### src/rtl/lhct_pkg.sv
package lhct_pkg;
  localparam int IDX_W = 3;
  typedef logic [IDX_W-1:0] cidx_t;
  typedef struct packed {
    logic  series;
    cidx_t idx;
  } ccmd_t;
  localparam cidx_t IDX_RSV = '1;
endpackage

### src/rtl/credit_ptr.sv
module credit_ptr
  import lhct_pkg::*;
(
  input  logic  clk_i,
  input  logic  rst_ni,
  input  logic  clr_i,
  input  logic  adv_i,
  input  cidx_t last_i,
  output cidx_t idx_o,
  output logic  series_o
);
  cidx_t idx_q;
  logic  ser_q;

  always_ff @(posedge clk_i or negedge rst_ni) begin
    if (!rst_ni) begin
      idx_q <= '0;
      ser_q <= 1'b0;
    end else if (clr_i) begin
      idx_q <= '0;
      ser_q <= 1'b0;
    end else if (adv_i) begin
      if (idx_q == last_i) begin
        idx_q <= '0;
        ser_q <= ~ser_q;
      end else begin
        idx_q <= idx_q + cidx_t'(1);
      end
    end
  end

  assign idx_o    = idx_q;
  assign series_o = ser_q;

  p_wrap_toggle_r8: assert property (@(posedge clk_i) disable iff (!rst_ni)
    (!clr_i && adv_i && idx_o == last_i) |=> (idx_o == '0 && series_o != $past(series_o)));

  p_step_r4: assert property (@(posedge clk_i) disable iff (!rst_ni)
    (!clr_i && adv_i && idx_o != last_i) |=> (idx_o == $past(idx_o) + cidx_t'(1)));

  p_clear_r10: assert property (@(posedge clk_i) disable iff (!rst_ni)
    clr_i |=> (idx_o == '0 && !series_o));
endmodule

### src/rtl/credit_cmd_check.sv
module credit_cmd_check
  import lhct_pkg::*;
(
  input  logic  valid_i,
  input  ccmd_t cmd_i,
  input  cidx_t exp_idx_i,
  input  logic  exp_series_i,
  input  logic  empty_i,
  output logic  take_o,
  output logic  bad_o
);
  logic match;

  always_comb begin
    match  = (cmd_i.idx != IDX_RSV) && (cmd_i.idx == exp_idx_i)
             && (cmd_i.series == exp_series_i) && !empty_i;
    take_o = valid_i && match;
    bad_o  = valid_i && !match;
  end
endmodule

### src/rtl/link_hdr_credit_tracker.sv
module link_hdr_credit_tracker
  import lhct_pkg::*;
#(
  parameter int NARROW_CREDITS = 4,
  parameter int WIDE_CREDITS   = 7,
  localparam int CNT_W         = $clog2(WIDE_CREDITS + 1)
) (
  input  logic             clk_i,
  input  logic             rst_ni,
  input  logic             wide_mode_i,
  input  logic             hp_send_i,
  input  logic             cmd_valid_i,
  input  logic [IDX_W:0]   cmd_word_i,
  output logic             send_ok_o,
  output logic [IDX_W-1:0] next_idx_o,
  output logic [CNT_W-1:0] outstanding_o,
  output logic             err_o
);
  typedef logic [CNT_W-1:0] cnt_t;
  localparam cnt_t POOL_N = cnt_t'(NARROW_CREDITS);
  localparam cnt_t POOL_W = cnt_t'(WIDE_CREDITS);

  logic  mode_q, mode_chg;
  cnt_t  pool, cnt_q, cnt_d;
  cidx_t last, tx_idx, ret_idx;
  logic  tx_ser, ret_ser;
  logic  send_take, ret_take, take, bad, err_q;
  ccmd_t cmd;

  assign cmd      = cmd_word_i;
  assign mode_chg = wide_mode_i ^ mode_q;
  assign pool     = mode_q ? POOL_W : POOL_N;
  assign last     = cidx_t'(pool - cnt_t'(1));

  assign send_ok_o = !mode_chg && (cnt_q < pool);
  assign send_take = hp_send_i && send_ok_o;
  assign ret_take  = take && !mode_chg;

  credit_ptr i_tx_ptr (
    .clk_i   (clk_i),
    .rst_ni  (rst_ni),
    .clr_i   (mode_chg),
    .adv_i   (send_take),
    .last_i  (last),
    .idx_o   (tx_idx),
    .series_o(tx_ser)
  );

  credit_ptr i_ret_ptr (
    .clk_i   (clk_i),
    .rst_ni  (rst_ni),
    .clr_i   (mode_chg),
    .adv_i   (ret_take),
    .last_i  (last),
    .idx_o   (ret_idx),
    .series_o(ret_ser)
  );

  credit_cmd_check i_cmd_check (
    .valid_i     (cmd_valid_i),
    .cmd_i       (cmd),
    .exp_idx_i   (ret_idx),
    .exp_series_i(ret_ser),
    .empty_i     (cnt_q == '0),
    .take_o      (take),
    .bad_o       (bad)
  );

  always_comb begin
    unique case ({send_take, ret_take})
      2'b10:   cnt_d = cnt_q + cnt_t'(1);
      2'b01:   cnt_d = cnt_q - cnt_t'(1);
      default: cnt_d = cnt_q;
    endcase
  end

  always_ff @(posedge clk_i or negedge rst_ni) begin
    if (!rst_ni) begin
      mode_q <= 1'b0;
      cnt_q  <= '0;
      err_q  <= 1'b0;
    end else begin
      mode_q <= wide_mode_i;
      cnt_q  <= mode_chg ? '0 : cnt_d;
      err_q  <= bad && !mode_chg;
    end
  end

  assign next_idx_o    = tx_idx;
  assign outstanding_o = cnt_q;
  assign err_o         = err_q;

  p_cnt_in_pool_r2: assert property (@(posedge clk_i) disable iff (!rst_ni)
    cnt_q <= pool);

  p_stall_hold_r3: assert property (@(posedge clk_i) disable iff (!rst_ni)
    (hp_send_i && !mode_chg && cnt_q == pool && !ret_take) |=> (cnt_q == $past(cnt_q)));

  p_ret_dec_r5: assert property (@(posedge clk_i) disable iff (!rst_ni)
    (ret_take && !send_take) |=> (cnt_q == $past(cnt_q) - cnt_t'(1)));

  p_rsv_err_r6: assert property (@(posedge clk_i) disable iff (!rst_ni)
    (cmd_valid_i && cmd_word_i[IDX_W-1:0] == IDX_RSV && !mode_chg) |=> err_o);

  p_mode_clear_r10: assert property (@(posedge clk_i) disable iff (!rst_ni)
    mode_chg |=> (cnt_q == '0 && next_idx_o == '0 && !err_o));

  p_both_hold_r11: assert property (@(posedge clk_i) disable iff (!rst_ni)
    (send_take && ret_take) |=> $stable(cnt_q));
endmodule

### config.mk
export PLATFORM = sky130hd
export DESIGN_NAME = link_hdr_credit_tracker
export DESIGN_NICKNAME = d
export VERILOG_FILES = /design/src/rtl/lhct_pkg.sv /design/src/rtl/credit_ptr.sv /design/src/rtl/credit_cmd_check.sv /design/src/rtl/link_hdr_credit_tracker.sv
export SDC_FILE = /design/constraint.sdc
export NUM_CORES = 1
export LEC_CHECK = 0
export BUFFER_PORTS_ARGS = -buffer_cell sky130_fd_sc_hd__buf_2
export CORE_MARGIN = 2
export CORE_UTILIZATION = 35
export DETAILED_ROUTE_END_ITERATION = 8
export PLACE_DENSITY = 0.67
export RECOVER_POWER = 50
export SYNTH_ARGS = -nofsm -noshare
export SYNTH_HDL_FRONTEND = slang
export SYNTH_SLANG_ARGS = --single-unit
export TNS_END_PERCENT = 1
### constraint.sdc
create_clock -name clk_i -period 3.35 [get_ports clk_i]
set_input_delay 0.67 -clock clk_i [delete_from_list [all_inputs] [get_ports clk_i]]
set_output_delay 0.67 -clock clk_i [all_outputs]
set_load 0.03 [all_outputs]
-- After elaboration in Yosys (flattened, before gate mapping)
Index checks and enable logic that the tools add are counted.
- flip-flop bits (word level): 12
- bits of input ports: 9
- output and inout port bits: 8
- word-level logic and storage cells: 51
- $add $sub $neg: 5
- magnitude comparators: 1
- equal/unequal tests: 7
- multiplexer cells: 12
- bitwise gates (word level): 2
- reduce and logical (&&, ||, !) cells: 18
- operator list (operator ; count):
    $mux W3 ; 7
    $add A3 B1 Y3 const B ; 3
    $eq A3 B3 Y1 ; 3
    $logic_and A1 B1 Y1 ; 9
    $pmux W3 S2 ; 1
    $reduce_bool A2 Y1 ; 3
    $sub A3 B1 Y3 const B ; 2
    $logic_not A1 Y1 ; 3
    $logic_not A3 Y1 ; 1
    $lt A3 B3 Y1 ; 1
    $mux W1 ; 3
    $ne A3 B3 Y1 const B ; 1
    $reduce_bool A3 Y1 ; 1
    $eq A2 B1 Y1 const B ; 1
    $eq A2 B2 Y1 const B ; 1
    $mux W2 ; 1
    $reduce_and A2 Y1 ; 1
    $eq A1 B1 Y1 ; 1
    $not A1 Y1 ; 1
    $xor A1 B1 Y1 ; 1

-- Depth between registers and ports, before layout
- depth after elaboration: 9
- mapped depth: 12
- gate-level depth less buffers: 11

-- By module
Synthesis repeated with hierarchy kept, for this count alone.
- cells, all modules: 99
- area total of the unflattened synthesis: 978.4 µm²
- modules (own cells, without submodules) (module ; instances ; cells each ; area each (µm²) ; sequential area each (µm²)):
    credit_ptr ; 2 ; 24 ; 255.2 ; 100.1
    link_hdr_credit_tracker ; 1 ; 40 ; 385.4 ; 125.1
    credit_cmd_check ; 1 ; 11 ; 82.6 ; 0.0

-- Worst setup path after synthesis
OpenSTA, ideal clock, no wires.
- path type: register to register
- start point: register cnt_q[1] (netlist: outstanding_o[1])
- end point: register cnt_q[2] (netlist: outstanding_o[2])
- arrival: 3070 ps
- data required time: 3272 ps
- slack: 202 ps
- stages on the path, launching flop included: 11
- cell sequence: dfrtp_1 > ha_1 > a21oi_1 > o22ai_1 > a21oi_1 > nand2_1 > ha_1 > fa_1 > xnor2_1 > or3_1 > a21oi_1
- elaborated cells between the ends (all ways): 15
- classes of those cells: 2 x add/sub; 1 x order compare; 2 x eq/ne; 2 x mux; 8 x reduce/logical
- RTL lines (item ; RTL line ; source):
    start, declared ; link_hdr_credit_tracker.sv:24 ; cnt_t pool, cnt_q, cnt_d;
    start signal, assigned ; link_hdr_credit_tracker.sv:84 ; cnt_q <= mode_chg ? '0 : cnt_d;
    $lt A3 B3 Y1 * ; link_hdr_credit_tracker.sv:35 ; assign send_ok_o = !mode_chg && (cnt_q < pool);
    $logic_and A1 B1 Y1 * ; link_hdr_credit_tracker.sv:35 ;
    named net send_ok_o ; link_hdr_credit_tracker.sv:14 ; output logic send_ok_o,
    $logic_and A1 B1 Y1 * ; link_hdr_credit_tracker.sv:36 ; assign send_take = hp_send_i && send_ok_o;
    $eq A2 B1 Y1 / $eq A2 B2 Y1 (equally long branches) ; link_hdr_credit_tracker.sv:70 ; unique case ({send_take, ret_take})
    $pmux W3 S2 ; link_hdr_credit_tracker.sv:70 ;
    $mux W3 ; link_hdr_credit_tracker.sv:84 ;
The timed path passes the listed nets; every way through them passes the cells marked *.
A chain may end at the register's enable or synchronous reset.

-- Final worst setup path
- start point: register mode_q
- end point: register cnt_q[2] (netlist: outstanding_o[2])
- cells in the longest elaborated chain, start to end: 7
- elaborated cells between the ends (all ways): 12
- classes of those cells: 1 x order compare; 2 x eq/ne; 3 x mux; 1 x bitwise; 5 x reduce/logical
- ends and longest elaborated chain (item ; RTL line ; source):
    start, declared ; link_hdr_credit_tracker.sv:23 ; logic mode_q, mode_chg;
    start signal, assigned ; link_hdr_credit_tracker.sv:83 ; mode_q <= wide_mode_i;
    $mux W2 / $xor A1 B1 Y1 (equally long branches) ; link_hdr_credit_tracker.sv:32, link_hdr_credit_tracker.sv:31 ;
    $lt A3 B3 Y1 / $logic_not A1 Y1 (equally long branches) ; link_hdr_credit_tracker.sv:35, link_hdr_credit_tracker.sv:37 ;
    $logic_and A1 B1 Y1 ; link_hdr_credit_tracker.sv:35 ;
    $logic_and A1 B1 Y1 ; link_hdr_credit_tracker.sv:36 ;
    $eq A2 B1 Y1 / $eq A2 B2 Y1 (equally long branches) ; link_hdr_credit_tracker.sv:70 ;
    $pmux W3 S2 ; link_hdr_credit_tracker.sv:70 ;
    $mux W3 ; link_hdr_credit_tracker.sv:84 ;
Several ways; a longest one is shown, not always the timed one.

==> flow_metrics.env <==
export IMPL_status="completed"
export IMPL_crit_top_cell="a21oi_1"
export IMPL_synth_warning_count=0
export IMPL_critPathRequiredTime_ns=3.55
export IMPL_hold_class="primary input to async pin"
export IMPL_portBuffers=16
export IMPL_coreArea_mm2=0.00219
export IMPL_ys_ff_latch=12
export IMPL_die_area_mm2=0.00268
export IMPL_wl_per_cell_um=13.0
export IMPL_drtIter0Drc=9
export IMPL_numCtsBuffers=3
export IMPL_yosysSeqAreaShare_pct=37.6
export IMPL_die_width_um=51.8
export IMPL_antenna_found_initial=0
export IMPL_grt_max_degree=13
export IMPL_synth_area_um2=800
export IMPL_ys_types=28
export IMPL_cts_setup_buffers=0
export IMPL_setup_worst_path_start_class="flip-flop"
export IMPL_crit_chain="inv_1 -> ha_1 -> a21oi_1 -> o22ai_1 -> a21oi_1 -> nand2_1 -> ha_1 -> fa_1 -> xnor2_1 -> or3_1 -> a21oi_1"
export IMPL_power_density_mw_per_mm2=361
export IMPL_ctsResizeCount=0
export IMPL_fin_nets=119
export IMPL_worstMarginPinSlew_ns=0.727
export IMPL_num_rows=17
export IMPL_clock_sinks=12
export IMPL_path_buf_inv=1
export IMPL_dieHeight_um=51.8
export IMPL_start_util_pct=36.5
export IMPL_avgSynthCellArea_um2=9.30
export IMPL_cp_arrival_ns=3.10
export IMPL_clock_fmax_ghz=0.345
export IMPL_leakagePower_nw=0.431
export IMPL_final_core_util_pct=42.7
export IMPL_max_cap_viol_count=0
export IMPL_path_clk_slew_ns=0.08
export IMPL_cp_end_kind="flip-flop"
export IMPL_criticalPathCategory="flip-flop to flip-flop"
export IMPL_switching_share_pct=29.3
export IMPL_final_min_clock_period_ns=2.90
export IMPL_nFillCells=220
export IMPL_drcViolationCount=0
export IMPL_gp_congestion=0.721
export IMPL_irDropWorstVdd_mv=0.239
export IMPL_gr_total_overflow=0
export IMPL_insertion_delay_ns=0.27
export IMPL_cpLargestDelayFamily="adder cells"
export IMPL_grt_pass1_vias=670
export IMPL_syn_inst=86
export IMPL_first_pass_iters=4
export IMPL_cts_tree="yes"
export IMPL_clock_path_buffers=2
export IMPL_relSlewSlack_pct=50.9
export IMPL_cts_root_buf="clkbuf_4"
export IMPL_area_growth_pct=17.1
export IMPL_crit_fanout=9
export IMPL_postLayoutCellArea_um2=936
export IMPL_max_stage_delay_ns=0.52
export IMPL_viasPerCell=5.23
export IMPL_power_frac_comb_pct=18.9
export IMPL_final_seq_area_um2=300
export IMPL_n_antenna_cell=0
export IMPL_routed_wl_um=1720
export IMPL_hold_viol_final=0
export IMPL_period_share_pct=86.6
export IMPL_finalSetupViolations=0
export IMPL_power_switching_uw=99.2
export IMPL_r2r_slack_ns=0.45
export IMPL_track_usage_pct=14.7
export IMPL_p_int_uw=239
export IMPL_cp_depth=11
export IMPL_grt_pass1_wl_um=2900
export IMPL_dp_hpwl_um=1330
export IMPL_reg2reg_depth=11
export IMPL_final_antenna_net_count=0
export IMPL_h_tree_depth=1
export IMPL_rsz0062_at_grt="false"
export IMPL_skew_ns=0.00580
export IMPL_drv_slew=0
export IMPL_multi_input_area_um2=474
export IMPL_dpl_instance_area_um2=905
export IMPL_tns_ns=0
export IMPL_crit_slowest_cell="dfrtp_1"
export IMPL_num_io_pins=17
export IMPL_vias=690
export IMPL_final_layout_size_suffix_gt1_share_pct=17.3
export IMPL_pwr_share_clk_pct=33.8
export IMPL_syn_nets=100
export IMPL_holdBufCountCts=0
export IMPL_power_share_sequential_pct=47.3
cell type report:
class	count	area share, %
Multi-Input combinational cell	68	50.7
Sequential cell	12	32.1
Tap cell	28	3.74
Clock buffer	4	3.88
Inverter	4	1.60
Timing Repair Buffer	16	8.02
sequential cells by signal (all words and copies together) (netlist names):
name and flops:
i_ret_ptr.idx_o 3, mode_q 1, err_o 1, outstanding_o 3
i_tx_ptr.idx_o 3, i_ret_ptr.series_o 1
final timing paths:
kind / startpoint / to
min: rst_ni / i_tx_ptr.idx_o[1]
min reg2reg: i_tx_ptr.idx_o[0] / i_tx_ptr.idx_o[0]
min in group clk_i: i_tx_ptr.idx_o[0] / i_tx_ptr.idx_o[0]
max in group asynchronous: rst_ni / i_tx_ptr.idx_o[2]
max reg2reg: mode_q / outstanding_o[2]
max: mode_q / outstanding_o[2]
worst register-to-register path, stage by stage, from the launching register on:
cell,delay [ns]
dfrtp_1,0.52
inv_1,0.11
ha_1,0.32
a21oi_1,0.20
o22ai_1,0.10
a21oi_1,0.22
nand2_1,0.14
ha_1,0.25
fa_1,0.40
xnor2_1,0.15
or3_1,0.30
a21oi_1,0.14
cells in the final DEF (no fill, tap or decap), drive strengths merged, types with 2 or more instances in the layout:
cell,count
o21ai,7
nand2,9
o21a,2
dfrtp,12
ha,4
and2,2
nor2,8
mux2i,4
xor2,3
xnor2,4
nand3,3
a21oi,8
clkbuf,8
inv,4
buf,12
nor3b,2
stage by stage:
stage	instances	total power, mW	hold WS, ns	setup slack, ns
global placement	128	0.226	0.543	0.591
floorplan	86	0.205	0.374	0.202
detailed placement	128	0.228	0.551	0.460
CTS	132	0.346	0.268	0.451
finish	132	0.338	0.406	0.449
global route	132	0.361	0.450	0.209
synthesized netlist by cell type:
cell type | instances | share of area, %
o311a_1 | 1 | 1.3
nand2_1 | 9 | 4.2
xnor2_1 | 4 | 4.4
xor2_1 | 3 | 3.3
or3_1 | 1 | 0.78
nand2b_1 | 1 | 0.78
and3b_1 | 1 | 1.1
a31o_1 | 1 | 1.1
nor4b_4 | 1 | 3.0
o311ai_1 | 1 | 1.1
a21oi_1 | 7 | 4.4
buf_2 | 2 | 1.3
inv_1 | 4 | 1.9
ha_1 | 4 | 6.3
nand4_1 | 1 | 0.78
o21a_1 | 2 | 1.9
mux2i_1 | 4 | 5.0
and2_1 | 2 | 1.6
o21ai_0 | 7 | 4.4
nor3b_1 | 2 | 1.9
a311o_1 | 1 | 1.3
nor2_1 | 8 | 3.8
o22ai_1 | 1 | 0.78
nand3_1 | 3 | 1.9
dfrtp_1 | 12 | 38
a21boi_0 | 1 | 0.94
fa_1 | 1 | 2.5
a21oi_2 | 1 | 1.1
power by group through the flow:
stage | clock network [mW] | logic, mW | registers (mW)
5_1_grt | 0.129 | 0.0716 | 0.161
4_1_cts | 0.120 | 0.0654 | 0.160
3_3_place_gp | 0 | 0.0636 | 0.163
3_5_place_dp | 0 | 0.0652 | 0.163
2_1_floorplan | 0 | 0.0351 | 0.170
6_report | 0.114 | 0.0639 | 0.160
cell families (layout without fill, tap and decap cells):
logic type | Yosys count | count (layout) | share of synthesized area, %
AO/OA/AOI/OAI | 23 | 23 | 18.2
XOR/XNOR | 7 | 7 | 7.67
adder cells (fa/ha/maj) | 5 | 5 | 8.76
buffers and inverters | 6 | 24 | 3.13
flip-flops | 12 | 12 | 37.6
multiplexers | 4 | 4 | 5.01
AND/OR/NAND/NOR | 29 | 29 | 19.7
metal layers:
metal | part of all wire [%] | global-route usage [%] | routed length [um] | vias to the layer above
met5 | 0 | 0 | 0 | -
met4 | 0 | 3.07 | 0 | 0
met3 | 6.8 | 5.46 | 117 | 0
met2 | 50 | 26.3 | 862 | 23
met1 | 43 | 16.6 | 737 | 328
li1 | - | - | - | 339
Note: power is estimated with default switching activity, not from simulation.
